**src/rtl/nibcnt_pkg.sv**
```systemverilog
package nibcnt_pkg;
  // Strobes from a stage's control to its datapath
  typedef struct packed {
    logic clear;
    logic step;
  } stageStrobe_t;
endpackage

```
**src/rtl/nibble_ctl.sv**
```systemverilog
module nibble_ctl
  import nibcnt_pkg::*;
(
  input  logic         clearN,
  input  logic         enP,
  input  logic         enT,
  output stageStrobe_t strobe
);
  always_comb begin
    strobe.clear = ~clearN;
    strobe.step  = clearN & enP & enT;
  end
endmodule

```
**src/rtl/nibble_dp.sv**
```systemverilog
module nibble_dp
  import nibcnt_pkg::*;
#(
  parameter int WIDTH = 4
) (
  input  logic             clk,
  input  stageStrobe_t     strobe,
  input  logic             enT,
  output logic [WIDTH-1:0] count,
  output logic             carry
);
  localparam logic [WIDTH-1:0] ONE = WIDTH'(1);

  logic [WIDTH-1:0] countQ;

  always_ff @(posedge clk) begin
    if (strobe.clear) begin
      countQ <= '0;
    end else if (strobe.step) begin
      countQ <= countQ + ONE;
    end
  end

  assign count = countQ;
  assign carry = (&countQ) & enT;
endmodule

```
**src/rtl/nibble_stage.sv**
```systemverilog
module nibble_stage
  import nibcnt_pkg::*;
#(
  parameter int WIDTH = 4
) (
  input  logic             clk,
  input  logic             clearN,
  input  logic             enP,
  input  logic             enT,
  output logic [WIDTH-1:0] count,
  output logic             carry
);
  stageStrobe_t strobe;

  nibble_ctl u_ctl (
    .clearN(clearN),
    .enP   (enP),
    .enT   (enT),
    .strobe(strobe)
  );

  nibble_dp #(.WIDTH(WIDTH)) u_dp (
    .clk   (clk),
    .strobe(strobe),
    .enT   (enT),
    .count (count),
    .carry (carry)
  );
endmodule

```
**src/rtl/chain_counter.sv**
```systemverilog
module chain_counter #(
  parameter int STAGE_WIDTH = 4,
  parameter int STAGES      = 3,
  localparam int TOTAL      = STAGE_WIDTH * STAGES
) (
  input  logic             clk,
  input  logic             clearN,
  input  logic             countEn,
  output logic [TOTAL-1:0] wideCount,
  output logic             carryOut
);
  logic [STAGES:0] tChain;

  assign tChain[0] = countEn;

  for (genvar s = 0; s < STAGES; s++) begin : g_stage
    nibble_stage #(.WIDTH(STAGE_WIDTH)) u_stage (
      .clk   (clk),
      .clearN(clearN),
      .enP   (countEn),
      .enT   (tChain[s]),
      .count (wideCount[s*STAGE_WIDTH +: STAGE_WIDTH]),
      .carry (tChain[s+1])
    );
  end

  assign carryOut = tChain[STAGES];
endmodule

```
**config.mk**
```make
export PLATFORM = sky130hd
export DESIGN_NAME = chain_counter
export DESIGN_NICKNAME = d
export VERILOG_FILES = /design/src/rtl/nibcnt_pkg.sv /design/src/rtl/nibble_ctl.sv /design/src/rtl/nibble_dp.sv /design/src/rtl/nibble_stage.sv /design/src/rtl/chain_counter.sv
export SDC_FILE = /design/constraint.sdc
export NUM_CORES = 1
export LEC_CHECK = 0
export ABC_AREA = 1
export ABC_CLOCK_PERIOD_IN_PS = 1380
export CORE_AREA = 5 5 42 44
export DETAILED_ROUTE_END_ITERATION = 7
export DIE_AREA = 0 0 47 49
export DONT_BUFFER_PORTS = 1
export GPL_ROUTABILITY_DRIVEN = 0
export PLACE_DENSITY = 0.7
export SKIP_LAST_GASP = 1
export SLEW_MARGIN = 20
export SYNTH_ARGS = -nofsm -noshare
export SYNTH_HDL_FRONTEND = slang
export SYNTH_SLANG_ARGS = --single-unit
```
**constraint.sdc**
```tcl
create_clock -name clk -period 1.38 [get_ports clk]
set_input_delay 0.276 -clock clk [delete_from_list [all_inputs] [get_ports clk]]
set_output_delay 0.276 -clock clk [all_outputs]
set_load 0.02 [all_outputs]
```
==> summary.log, run 1 <==
qor: worst_hold_path.hold_class in2reg
qor: worst_setup_path.timing.critical_path.from_type flip-flop
qor: clock_network.tritoncts_num_sinks 12
qor: cells_and_area.post_route_core_utilization 58.2%
qor: synthesis.ys.warnings.count 0
qor: worst_setup_path.path_buf_inv 1
qor: global_routing.first_global_vias 553
qor: floorplan.fp.coreArea 1400 um2
qor: timing.finalHoldViolCount 0
qor: synthesis.postSynth.topFlopCell sky130_fd_sc_hd__dfxtp_1
qor: worst_setup_path.critical_path_required 1.10 ns
qor: synthesis.synth-seq-cells 12
qor: detailed_routing.routed.top_layer met4
qor: synthesis.syn-cell-area 578 um2
qor: worst_setup_path.critical_path.most_common_cell sky130_fd_sc_hd__nor2_4
qor: worst_setup_path.critical_path_class reg2out
qor: flow_run.max_cap_viol_count 0
qor: synthesis.netlist_instances 73
qor: placement.post_placement_cell_count 101
qor: power_and_ir_drop.power.share.clock 33.3%
qor: clock_network.cts_buffer_depth 2
qor: worst_setup_path.end_kind primary output
qor: synthesis.async_flop_share 0%
qor: timing.clock-skew-final 0.00206 ns
qor: detailed_routing.drt_pre_antenna_iters 4
qor: clock_network.cts_made_buffers 3
qor: power_and_ir_drop.vdd.ir_drop.worst 0.000634 V
qor: global_routing.grt_start_max_net_pins 9
qor: clock_network.clkTransAtPathRegs 0.07 ns
qor: timing.timing_worst_slew_pin_value 0.206 ns
qor: clock_network.cts.htree.levels 1
qor: power_and_ir_drop.power.net_switching 0.000143 W
qor: floorplan.die_h 49 um
qor: timing.setup_slack -0.0219 ns
qor: power_and_ir_drop.comb_power_share 9.2%
qor: global_routing.globalRouteTotalUtil 12.8%
qor: cells_and_area.multiInputGateArea 359 um2
qor: detailed_routing.drt-met1-wl 507 um
qor: power_and_ir_drop.switching_share 22.9%
qor: worst_setup_path.slowest_stage sky130_fd_sc_hd__dfxtp_2
qor: power_and_ir_drop.power_density 767 nW/um2
qor: synthesis.syn-mean-instance-area 7.92 um2
qor: cells_and_area.layout-area-overhead-vs-synth 41.1%
qor: synthesis.mappedNetlistNets 79
qor: detailed_routing.average_wire_length_per_cell_after_detail_routing 11.6 um
qor: run_status.violations_in_the_final_reports setup timing
qor: detailed_routing.vias 558
qor: placement.dp_worst_setup_slack 0.0834 ns
qor: cells_and_area.final_layout_size_suffix_gt1_share 37.9%
qor: detailed_routing.met3_wirelength 94 um
qor: synthesis.synthDistinctLibCells 19
qor: global_routing.wire_length_of_the_first_global_routing_pass 2.21 mm
qor: worst_setup_path.crit_fanout 3
qor: timing.grt_setup_unrepaired true
qor: detailed_routing.count_of_unresolved_drc_violations_after_routing 0
qor: detailed_routing.detail_route.wirelength 1.29 mm
qor: timing.slew_headroom 86.2%
qor: floorplan.die_width 47 um
qor: detailed_routing.antenna_violating_nets_post_route 0
qor: clock_network.clock_latency 0.26 ns
qor: timing.finalCriticalPeriod 1.40 ns
qor: power_and_ir_drop.cellInternalPower 0.000482 W
qor: timing.final_max_slew_viol_count 0
qor: cells_and_area.ant_diodes 0
qor: detailed_routing.met2RoutedLength 661 um
qor: timing.achievable-frequency 0.713 GHz
qor: power_and_ir_drop.seqPwrFrac 57.5%
qor: floorplan.design.die.area 2300 um2
qor: timing.finalSetupViolCount 1
qor: cells_and_area.max_ffs_per_register 12
qor: global_routing.grt_antenna_before_repair 0
qor: power_and_ir_drop.power 0.000625 W
qor: cells_and_area.finalNonFillerCells 111
qor: detailed_routing.drt_iter0_drc 13
qor: detailed_routing.viasPerCell 5.03
qor: floorplan.start_util 41.2%
qor: worst_setup_path.cpPeakStageDelay 0.35 ns
qor: cells_and_area.seq_area 245 um2
qor: power_and_ir_drop.static-leakage-power 0.385 nW
qor: run_status.status finished, violations left
qor: worst_setup_path.crit_path_cell_trace ha_4, inv_2, nor2_4, nand2_4, nor2_4
qor: placement.port_buffers 0
qor: cells_and_area.filler_cells 134
qor: floorplan.num_rows 14
qor: synthesis.synth.yosys.seq_area_share 41.6%
qor: global_routing.grt_overflow 0
qor: floorplan.floorplan.io_pins 16
qor: clock_network.cts_root_buffer sky130_fd_sc_hd__clkbuf_4
qor: placement.detailedPlacementHpwl 976 um
qor: clock_network.tritoncts_clock_tree built
qor: timing.min_period_over_period 102%
qor: worst_setup_path.family_of_cells_with_the_greatest_summed_delay_on_the_critical_path flip-flops
qor: cells_and_area.fin_nets 103
qor: synthesis.number_of_enable_type_register_cells_in_the_synthesized_netlist 0
qor: worst_setup_path.critical_path_arrival 1.13 ns
[placed cells by master, fill, tap and decap left out]
| cell type | instances |
|---|---|
| sky130_fd_sc_hd__xor2_1 | 2 |
| sky130_fd_sc_hd__nor2_1 | 9 |
| sky130_fd_sc_hd__nor2_8 | 1 |
| sky130_fd_sc_hd__clkbuf_4 | 3 |
| sky130_fd_sc_hd__xnor2_1 | 2 |
| sky130_fd_sc_hd__and3_1 | 1 |
| sky130_fd_sc_hd__nand4_1 | 1 |
| sky130_fd_sc_hd__ha_2 | 1 |
| sky130_fd_sc_hd__nor2_4 | 3 |
| sky130_fd_sc_hd__dfxtp_1 | 8 |
| sky130_fd_sc_hd__nand2_1 | 13 |
| sky130_fd_sc_hd__nor3_1 | 1 |
| sky130_fd_sc_hd__ha_4 | 2 |
| sky130_fd_sc_hd__o21ai_1 | 1 |
| sky130_fd_sc_hd__buf_4 | 19 |
| sky130_fd_sc_hd__a21oi_1 | 5 |
| sky130_fd_sc_hd__nand3_1 | 5 |
| sky130_fd_sc_hd__o21ai_0 | 4 |
| sky130_fd_sc_hd__nand2_4 | 2 |
| sky130_fd_sc_hd__dfxtp_2 | 4 |
| sky130_fd_sc_hd__inv_1 | 6 |
| sky130_fd_sc_hd__inv_2 | 1 |
| sky130_fd_sc_hd__nand3b_1 | 1 |
[area by class of cell]
type	count	share of cell area (%)
Multi-Input combinational cell	54	44.0
Sequential cell	12	30.1
Timing Repair Buffer	19	17.5
Inverter	7	3.22
Clock buffer	3	2.76
Tap cell	16	2.45
[worst paths after layout]
check | slack, ns | endpoint | from | cells past startpoint
setup reg to reg | 0.05 | g_stage[2].u_stage.u_dp.count[3] | g_stage[1].u_stage.u_dp.count[1] | 8
setup / recovery | -0.02 | carryOut | g_stage[1].u_stage.u_dp.count[1] | 5
hold reg to reg | 0.60 | g_stage[2].u_stage.u_dp.count[1] | g_stage[2].u_stage.u_dp.count[1] | 3
hold / removal | 0.14 | g_stage[0].u_stage.u_dp.count[1] | clearN | 2
[Yosys cell counts, drive strengths merged, types with 2 or more instances]
cell type | instances | area share (%)
nand2 | 15 | 11
nor2 | 13 | 13
dfxtp | 12 | 42
inv | 7 | 4.5
a21oi | 5 | 4.3
nand3 | 5 | 4.3
o21ai | 5 | 4.3
ha | 3 | 6.5
xnor2 | 2 | 3.0
xor2 | 2 | 3.0
[repair_timing]
item	CTS	global route
buffers inserted	4	3
resized for setup	7	3
hold buffers	0	0
setup endpoints to repair	1	1
pin swaps	5	5
[per-stage QoR]
stage / setup TNS (ns) / hold WS [ns] / area [um2]
finish: -0.0219 / 0.138 / 816
global placement: 0 / 0.407 / 699
floorplan: 0 / 0.404 / 589
detailed placement: 0 / 0.424 / 699
global route: -0.243 / 0.158 / 816
CTS: -0.0779 / 0.141 / 781
[power groups by stage]
stage / Combinational, W / Sequential, W / Clock (W)
after floorplan: 0.0000198 / 0.000376 / 0
after global placement: 0.0000450 / 0.000365 / 0
after detailed placement: 0.0000471 / 0.000365 / 0
after CTS: 0.0000547 / 0.000360 / 0.000208
after global routing: 0.0000639 / 0.000360 / 0.000238
final: 0.0000574 / 0.000360 / 0.000208
[logic make-up (layout without fill, tap and decap cells)]
family / after synthesis / count (layout) / share of synthesized area (%)
AO/OA/AOI/OAI: 10 / 10 / 8.66
XOR/XNOR: 4 / 4 / 6.06
adder cells (fa/ha/maj): 3 / 3 / 6.49
buffers and inverters: 7 / 29 / 4.55
flip-flops: 12 / 12 / 41.6
AND/OR/NAND/NOR: 37 / 37 / 32.7
[routing by layer]
layer / global-route usage (%) / up-vias
met3: 4.43 / 5
met2: 20.8 / 13
met4: 6.91 / 0
met5: 0 / -
met1: 13.9 / 258
li1: - / 282
(Power assumes the default switching activity.)
==> inputs of run 2 (changes only) <==
- ABC_CLOCK_PERIOD_IN_PS: 1380 -> 1550
- CTS_CLUSTER_SIZE: not set -> 14
- clock period: 1.38 -> 1.55 ns (I/O delays scaled with it)
==> summary.log, run 2 (same netlist as run 1, synthesis figures left out) <==
qor: run_status.status finished clean
qor: floorplan.floorplan.io_pins 16 [unchanged]
qor: clock_network.tritoncts_num_sinks 12 [unchanged]
qor: clock_network.cts_buffer_depth 2 [unchanged]
qor: cells_and_area.max_ffs_per_register 12 [unchanged]
qor: timing.finalSetupViolCount 0 [-1]
qor: cells_and_area.layout_common_cells sky130_fd_sc_hd__buf_4, sky130_fd_sc_hd__nand2_1, sky130_fd_sc_hd__nor2_1, sky130_fd_sc_hd__dfxtp_1, sky130_fd_sc_hd__inv_1
qor: timing.achievable-frequency 0.676 GHz
qor: cells_and_area.ant_diodes 0 [unchanged]
qor: placement.port_buffers 0 [unchanged]
qor: worst_setup_path.crit_fanout 3 [unchanged]
qor: power_and_ir_drop.comb_power_share 8.2% [-1.0 points]
qor: floorplan.num_rows 14 [unchanged]
qor: cells_and_area.fin_nets 101 [-1.9%]
qor: clock_network.hold_buffers 0 [unchanged]
qor: power_and_ir_drop.cellInternalPower 0.000481 W [-0.23%]
qor: placement.detailedPlacementHpwl 945 um [-3.1%]
qor: timing.timing_worst_slew_pin_value 0.223 ns [+0.0165 ns]
qor: power_and_ir_drop.power 0.000623 W [-0.41%]
qor: power_and_ir_drop.power.net_switching 0.000142 W [-1.0%]
qor: floorplan.start_util 41.2% [unchanged]
qor: global_routing.grt_overflow 0 [unchanged]
qor: floorplan.die_h 49 um [unchanged]
qor: detailed_routing.count_of_unresolved_drc_violations_after_routing 0 [unchanged]
qor: clock_network.tritoncts_clock_tree built
qor: flow_run.max_cap_viol_count 0 [unchanged]
qor: timing.min_period_over_period 95.5%
qor: power_and_ir_drop.seqPwrFrac 51.5% [-6.0 points]
qor: worst_hold_path.hold_class in2reg
qor: power_and_ir_drop.static-leakage-power 0.385 nW [-0.21%]
qor: timing.hold-worst-slack 0.162 ns [+0.0240 ns]
qor: detailed_routing.average_wire_length_per_cell_after_detail_routing 12.4 um [+6.3%]
qor: floorplan.design.die.area 2300 um2 [unchanged]
qor: worst_setup_path.end_kind primary output
qor: worst_setup_path.critical_path_class reg2out
qor: timing.grt_setup_unrepaired false
qor: worst_setup_path.timing.critical_path.from_type flip-flop
qor: worst_setup_path.critical_path_required 1.24 ns [+0.14 ns]
qor: global_routing.grt_antenna_before_repair 0 [unchanged]
qor: power_and_ir_drop.switching_share 22.8% [-0.14 points]
qor: clock_network.cts_root_buffer sky130_fd_sc_hd__clkbuf_4
qor: cells_and_area.layout-area-overhead-vs-synth 40.5%
qor: clock_network.cts.htree.levels 1 [unchanged]
qor: power_and_ir_drop.vdd.ir_drop.worst 0.000694 V [+9.4%]
qor: timing.slew_headroom 85.1% [-1.1 points]
qor: global_routing.grt_start_max_net_pins 9 [unchanged]
qor: global_routing.wire_length_of_the_first_global_routing_pass 2.22 mm [+0.32%]
qor: detailed_routing.antenna_violating_nets_post_route 0 [unchanged]
qor: cells_and_area.final_layout_size_suffix_gt1_share 35.1% [-2.8 points]
qor: timing.finalHoldViolCount 0 [unchanged]
qor: floorplan.fp.coreArea 1400 um2 [unchanged]
qor: cells_and_area.final_common_cell sky130_fd_sc_hd__buf_4
qor: detailed_routing.detail_route.wirelength 1.36 mm [+5.3%]
qor: clock_network.clock_latency 0.27 ns [about the same]
qor: clock_network.cts_made_buffers 3 [unchanged]
qor: timing.finalCriticalPeriod 1.48 ns
qor: detailed_routing.drt_pre_antenna_iters 4 [unchanged]
qor: detailed_routing.vias 570 [+2.2%]
qor: floorplan.die_width 47 um [unchanged]
qor: timing.clock-skew-final 0.000554 ns [-0.00151 ns]
qor: timing.finalSetupTns 0 ns [+0.0219 ns]
qor: global_routing.globalRouteTotalUtil 13.0% [+0.19 points]
qor: detailed_routing.drt_iter0_drc 8 [-5]
qor: power_and_ir_drop.power_density 767 nW/um2 [about the same]
qor: clock_network.clkTransAtPathRegs 0.08 ns [about the same]
qor: cells_and_area.post_route_core_utilization 57.9% [-0.27 points]
qor: global_routing.first_global_vias 555 [+0.36%]
qor: detailed_routing.viasPerCell 5.18 [+3.1%]
qor: worst_setup_path.critical_path_arrival 1.17 ns [+0.04 ns]
qor: timing.final_max_slew_viol_count 0 [unchanged]
qor: power_and_ir_drop.power.share.clock 40.3% [+7.0 points]
==> run 2: changes by cell type in the layout (fill, tap and decap cells not counted) <==
cell                       change
sky130_fd_sc_hd__inv_2         -1
sky130_fd_sc_hd__buf_4         -2
sky130_fd_sc_hd__ha_2          -1
sky130_fd_sc_hd__inv_1         +1
sky130_fd_sc_hd__clkbuf_8      +1
sky130_fd_sc_hd__ha_1          +1
==> run 2: power by group through the flow <==
stage	logic (W)	clock network (W)	registers [W]
finish	0.0000509	0.000251	0.000321
global route	0.0000574	0.000269	0.000322
CTS	0.0000427	0.000256	0.000318
detailed placement	0.0000419	0	0.000324
global placement	0.0000397	0	0.000324
floorplan	0.0000176	0	0.000334
==> run 2: timing repair <==
item | CTS | global route
hold endpoints to repair | 0 | 0
buffers inserted | 2 | 3
pin swaps | 3 | 4
gates resized for setup | 8 | 4
setup endpoints to repair | 1 | 1
==> run 2: stage by stage <==
step,std cells,area (um2),setup slack (ns)
global route,110,812,0.00394
CTS,107,762,0.00225
detailed placement,101,691,0.164
global placement,101,691,0.193
finish,110,812,0.0700
floorplan,73,581,0.0484
==> run 2: routing by layer <==
layer	global-route usage, %	up-vias	part of all wire (%)
met3	4.06	4	5.4
met1	14.1	269	39
met5	0	-	0
met4	7.83	0	2.6
met2	21.0	19	53
li1	-	278	-
==> run 2: final cells by class <==
| class | instances | area (um2) |
|---|---|---|
| clock buffers | 4 | 36.3 |
| multi-input cells | 54 | 357 |
| repair buffers | 17 | 128 |
| well taps | 16 | 20.0 |
| inverters | 7 | 26.3 |
| fillers | 140 | 589 |
| flip-flops and latches | 12 | 245 |
==> run 2: final timing paths <==
path                                     from                               end  slack [ns]  cells past startpoint
min reg2reg  g_stage[2].u_stage.u_dp.count[1]  g_stage[2].u_stage.u_dp.count[1]        0.59                      3
max reg2reg  g_stage[0].u_stage.u_dp.count[0]  g_stage[2].u_stage.u_dp.count[0]        0.19                      8
min                                    clearN  g_stage[1].u_stage.u_dp.count[1]        0.16                      2
max          g_stage[1].u_stage.u_dp.count[0]                          carryOut        0.07                      5
==> run 2: worst max-delay path, stage by stage, from the launching register on <==
cell	delay (ns)
sky130_fd_sc_hd__dfxtp_2	0.36
sky130_fd_sc_hd__ha_4	0.14
sky130_fd_sc_hd__inv_1	0.06
sky130_fd_sc_hd__nor2_4	0.11
sky130_fd_sc_hd__nand2_4	0.08
sky130_fd_sc_hd__nor2_4	0.14
==> inputs of run 3 (changes only) <==
- CORE_AREA: 5 5 42 44 -> not set
- CORE_MARGIN: not set -> 5
- CORE_UTILIZATION: not set -> 45
- DIE_AREA: 0 0 47 49 -> not set
- PLACE_DENSITY: 0.7 -> 0.72
- SYNTH_HIERARCHICAL: not set -> 1
==> summary.log, run 3 <==
qor: timing.finalHoldViolCount 0 [unchanged]
qor: worst_setup_path.timing.critical_path.from_type flip-flop
qor: cells_and_area.max_ffs_per_register 12 [unchanged]
qor: timing.min_period_over_period 108% [+13 points]
qor: placement.port_buffers 0 [unchanged]
qor: synthesis.synth_top_cell_area_share 40.3% [-1.3 points]
qor: synthesis.post_synth_main_area_contributors sky130_fd_sc_hd__dfxtp_1, sky130_fd_sc_hd__nand2_1, sky130_fd_sc_hd__nor2_1
qor: clock_network.clock_latency 0.27 ns [about the same]
qor: timing.finalSetupTns -0.128 ns [-0.128 ns]
qor: clock_network.cts_made_buffers 3 [unchanged]
qor: placement.dp_worst_setup_slack 0.0177 ns [-0.147 ns]
qor: detailed_routing.drt_iter0_drc 9 [+1]
qor: cells_and_area.layout-area-overhead-vs-synth 36.5%
qor: floorplan.floorplan.io_pins 16 [unchanged]
qor: clock_network.cts_root_buffer sky130_fd_sc_hd__clkbuf_4
qor: worst_setup_path.slowest_stage sky130_fd_sc_hd__dfxtp_4
qor: timing.grt_setup_unrepaired true
qor: cells_and_area.final_layout_size_suffix_gt1_share 33.6% [-1.5 points]
qor: flow_run.max_cap_viol_count 0 [unchanged]
qor: floorplan.fp.coreArea 1280 um2 [-8.3%]
qor: cells_and_area.layout_common_cells sky130_fd_sc_hd__nand2_1, sky130_fd_sc_hd__nor2_1, sky130_fd_sc_hd__buf_4, sky130_fd_sc_hd__inv_1, sky130_fd_sc_hd__dfxtp_1
qor: power_and_ir_drop.power.net_switching 0.000126 W [-11%]
qor: power_and_ir_drop.static-leakage-power 0.373 nW [-3.1%]
qor: worst_setup_path.critical_path_class reg2out
qor: synthesis.synthDistinctLibCells 10 [-9]
qor: detailed_routing.detail_route.wirelength 1.27 mm [-6.6%]
qor: worst_setup_path.worstReg2RegEnd g_stage[2].u_stage/u_dp/count[3]
qor: worst_setup_path.worst-r2r-cell-count 13 [+5]
qor: timing.setup_slack -0.128 ns [-0.198 ns]
qor: placement.detailedPlacementHpwl 989 um [+4.6%]
qor: worst_setup_path.crit_path_cell_trace ha_4, nand2_2, nor2_2, nand2_1, nor2_2, nand2_1, nor2_1, buf_4
qor: detailed_routing.drt_pre_antenna_iters 4 [unchanged]
qor: global_routing.grt_start_max_net_pins 8 [-1]
qor: worst_setup_path.critical_path_required 1.24 ns [about the same]
qor: worst_hold_path.hold_end g_stage[0].u_stage/u_dp/count[0]
qor: cells_and_area.post_route_core_utilization 63.4% [+5.4 points]
qor: synthesis.synth.largest_area_cell sky130_fd_sc_hd__dfxtp_1
qor: timing.slew_headroom 81.3% [-3.9 points]
qor: synthesis.mappedNetlistNets 96 [+22%]
qor: worst_setup_path.critical_path.reg2reg.startpoint g_stage[0].u_stage/u_dp/count[0]
qor: power_and_ir_drop.comb_power_share 6.4% [-1.8 points]
qor: synthesis.netlist_instances 90 [+23%]
qor: synthesis.synth.yosys.seq_area_share 40.3% [-1.3 points]
qor: cells_and_area.fin_nets 117 [+16%]
qor: detailed_routing.vias 590 [+3.5%]
qor: power_and_ir_drop.seqPwrFrac 57.7% [+6.2 points]
qor: detailed_routing.average_wire_length_per_cell_after_detail_routing 10.2 um [-18%]
qor: worst_setup_path.critical_path_arrival 1.37 ns [+0.20 ns]
qor: cells_and_area.final_common_cell sky130_fd_sc_hd__nand2_1
qor: run_status.status finished, violations left
qor: synthesis.syn-cell-area 597 um2 [+3.2%]
qor: global_routing.wire_length_of_the_first_global_routing_pass 2.12 mm [-4.6%]
qor: synthesis.synth-seq-cells 12 [unchanged]
qor: clock_network.clkTransAtPathRegs 0.08 ns [about the same]
qor: global_routing.grt_antenna_before_repair 0 [unchanged]
qor: power_and_ir_drop.power 0.000541 W [-13%]
qor: worst_hold_path.hold_start clearN
qor: power_and_ir_drop.power.share.clock 35.9% [-4.4 points]
qor: clock_network.tritoncts_clock_tree built
qor: global_routing.globalRouteTotalUtil 14.0% [+0.99 points]
qor: clock_network.tritoncts_num_sinks 12 [unchanged]
qor: power_and_ir_drop.power_density 665 nW/um2 [-13%]
qor: timing.timing_worst_slew_pin_value 0.281 ns [+0.0577 ns]
qor: run_status.violations_in_the_final_reports setup timing
qor: clock_network.cts.htree.levels 1 [unchanged]
qor: floorplan.die_h 46.4 um [-5.3%]
qor: floorplan.die_width 46.4 um [-1.2%]
qor: floorplan.num_rows 13 [-1]
qor: synthesis.most_instantiated_library_cell_after_synthesis sky130_fd_sc_hd__nand2_1
qor: detailed_routing.count_of_unresolved_drc_violations_after_routing 0 [unchanged]
qor: worst_setup_path.path_buf_inv 1 [unchanged]
qor: worst_setup_path.cpPeakStageDelay 0.37 ns [about the same]
qor: synthesis.postSynth.topFlopCell sky130_fd_sc_hd__dfxtp_1
qor: worst_setup_path.ff2ff_setup_slack 0.04 ns [-0.15 ns]
qor: timing.achievable-frequency 0.596 GHz [-12%]
qor: floorplan.design.die.area 2150 um2 [-6.4%]
qor: worst_setup_path.family_of_cells_with_the_greatest_summed_delay_on_the_critical_path simple AND/OR/NAND/NOR gates
qor: cells_and_area.ant_diodes 0 [unchanged]
qor: synthesis.async_flop_share 0% [unchanged]
qor: worst_setup_path.crit_fanout 2 [-1]
qor: power_and_ir_drop.switching_share 23.3% [+0.56 points]
qor: timing.clock-skew-final 0.00668 ns [+0.00612 ns]
qor: floorplan.start_util 46.4% [+5.2 points]
qor: synthesis.syn-mean-instance-area 6.63 um2 [-16%]
qor: synthesis.number_of_enable_type_register_cells_in_the_synthesized_netlist 0 [unchanged]
qor: worst_hold_path.worst_hold_path.num_cells 4 [+2]
qor: worst_setup_path.end_kind primary output
qor: timing.hold-worst-slack 0.273 ns [+0.111 ns]
qor: global_routing.first_global_vias 552 [-0.54%]
qor: clock_network.cts_buffer_depth 2 [unchanged]
qor: synthesis.ys.warnings.count 6 [+6]
qor: timing.final_max_slew_viol_count 0 [unchanged]
qor: global_routing.grt_overflow 0 [unchanged]
qor: detailed_routing.viasPerCell 4.72 [-8.9%]
qor: power_and_ir_drop.cellInternalPower 0.000415 W [-14%]
qor: timing.finalCriticalPeriod 1.68 ns [+0.198 ns]
qor: worst_hold_path.hold_class in2reg
qor: detailed_routing.antenna_violating_nets_post_route 0 [unchanged]
qor: power_and_ir_drop.vdd.ir_drop.worst 0.000418 V [-40%]
qor: timing.finalSetupViolCount 1 [+1]
qor: synthesis.synth_top_cells_by_count sky130_fd_sc_hd__nand2_1, sky130_fd_sc_hd__nor2_1, sky130_fd_sc_hd__dfxtp_1, sky130_fd_sc_hd__inv_1
==> run 3: tightest hold or removal path, stage by stage <==
cell                      delay (ns)
sky130_fd_sc_hd__inv_1          0.03
sky130_fd_sc_hd__inv_1          0.06
sky130_fd_sc_hd__nand2_1        0.07
sky130_fd_sc_hd__nor2_1         0.03
==> run 3: area by class of cell <==
type / count / area [um2]
fillers: 127 / 470
inverters: 12 / 45.0
multi-input cells: 66 / 353
clock inverters: 1 / 3.75
well taps: 15 / 18.8
repair buffers: 16 / 124
flip-flops and latches: 12 / 248
clock buffers: 3 / 22.5
==> run 3: cells by family (layout without fill, tap and decap cells) <==
kind of cell / Yosys count / after routing / share of synthesized area (%)
AO/OA/AOI/OAI: 9 / 9 / 7.55
adder cells (fa/ha/maj): 3 / 3 / 6.29
buffers and inverters: 12 / 32 / 7.55
flip-flops: 12 / 12 / 40.3
AND/OR/NAND/NOR: 54 / 54 / 38.4
==> run 3: layer usage <==
metal | wire (um) | vias up | track usage, %
li1 | - | 314 | -
met5 | 0 | - | 0
met1 | 536 | 260 | 14.8
met2 | 626 | 14 | 22.8
met4 | 12 | 0 | 9.09
met3 | 94 | 2 | 5.47
==> run 3: worst max path at each step <==
stage                                                 from                                to  slack (ns)  depth (start not counted)
final                     g_stage[0].u_stage/u_dp/count[0]                          carryOut       -0.13                          8
after global routing      g_stage[0].u_stage/u_dp/count[0]                          carryOut       -0.24                          8
after CTS                 g_stage[0].u_stage/u_dp/count[1]                          carryOut       -0.18                          8
after detailed placement  g_stage[0].u_stage/u_dp/count[0]  g_stage[2].u_stage/u_dp/count[3]        0.02                         12
after global placement    g_stage[0].u_stage/u_dp/count[0]  g_stage[2].u_stage/u_dp/count[3]        0.05                         12
after floorplan           g_stage[0].u_stage/u_dp/count[0]  g_stage[2].u_stage/u_dp/count[3]        0.02                         12
==> run 3: timing repair <==
action / in CTS / in global routing
pin swaps: 5 / 9
hold buffers: 0 / 0
endpoints found under the setup margin: 1 / 5
gates resized for setup: 4 / 6
setup buffers: 3 / 0
==> run 3: metrics by stage <==
step                      std cells  area [um2]
final                           125         815
after detailed placement        119         736
after global routing            125         815
after CTS                       126         802
after global placement          119         736
after floorplan                  90         612
==> run 3: power by group through the flow <==
stage	clock (W)	sequential (W)	combinational, W
4_1_cts	0.000203	0.000312	0.0000343
2_1_floorplan	0	0.000323	0.0000203
6_report	0.000194	0.000312	0.0000348
3_5_place_dp	0	0.000318	0.0000332
5_1_grt	0.000215	0.000313	0.0000408
3_3_place_gp	0	0.000318	0.0000318
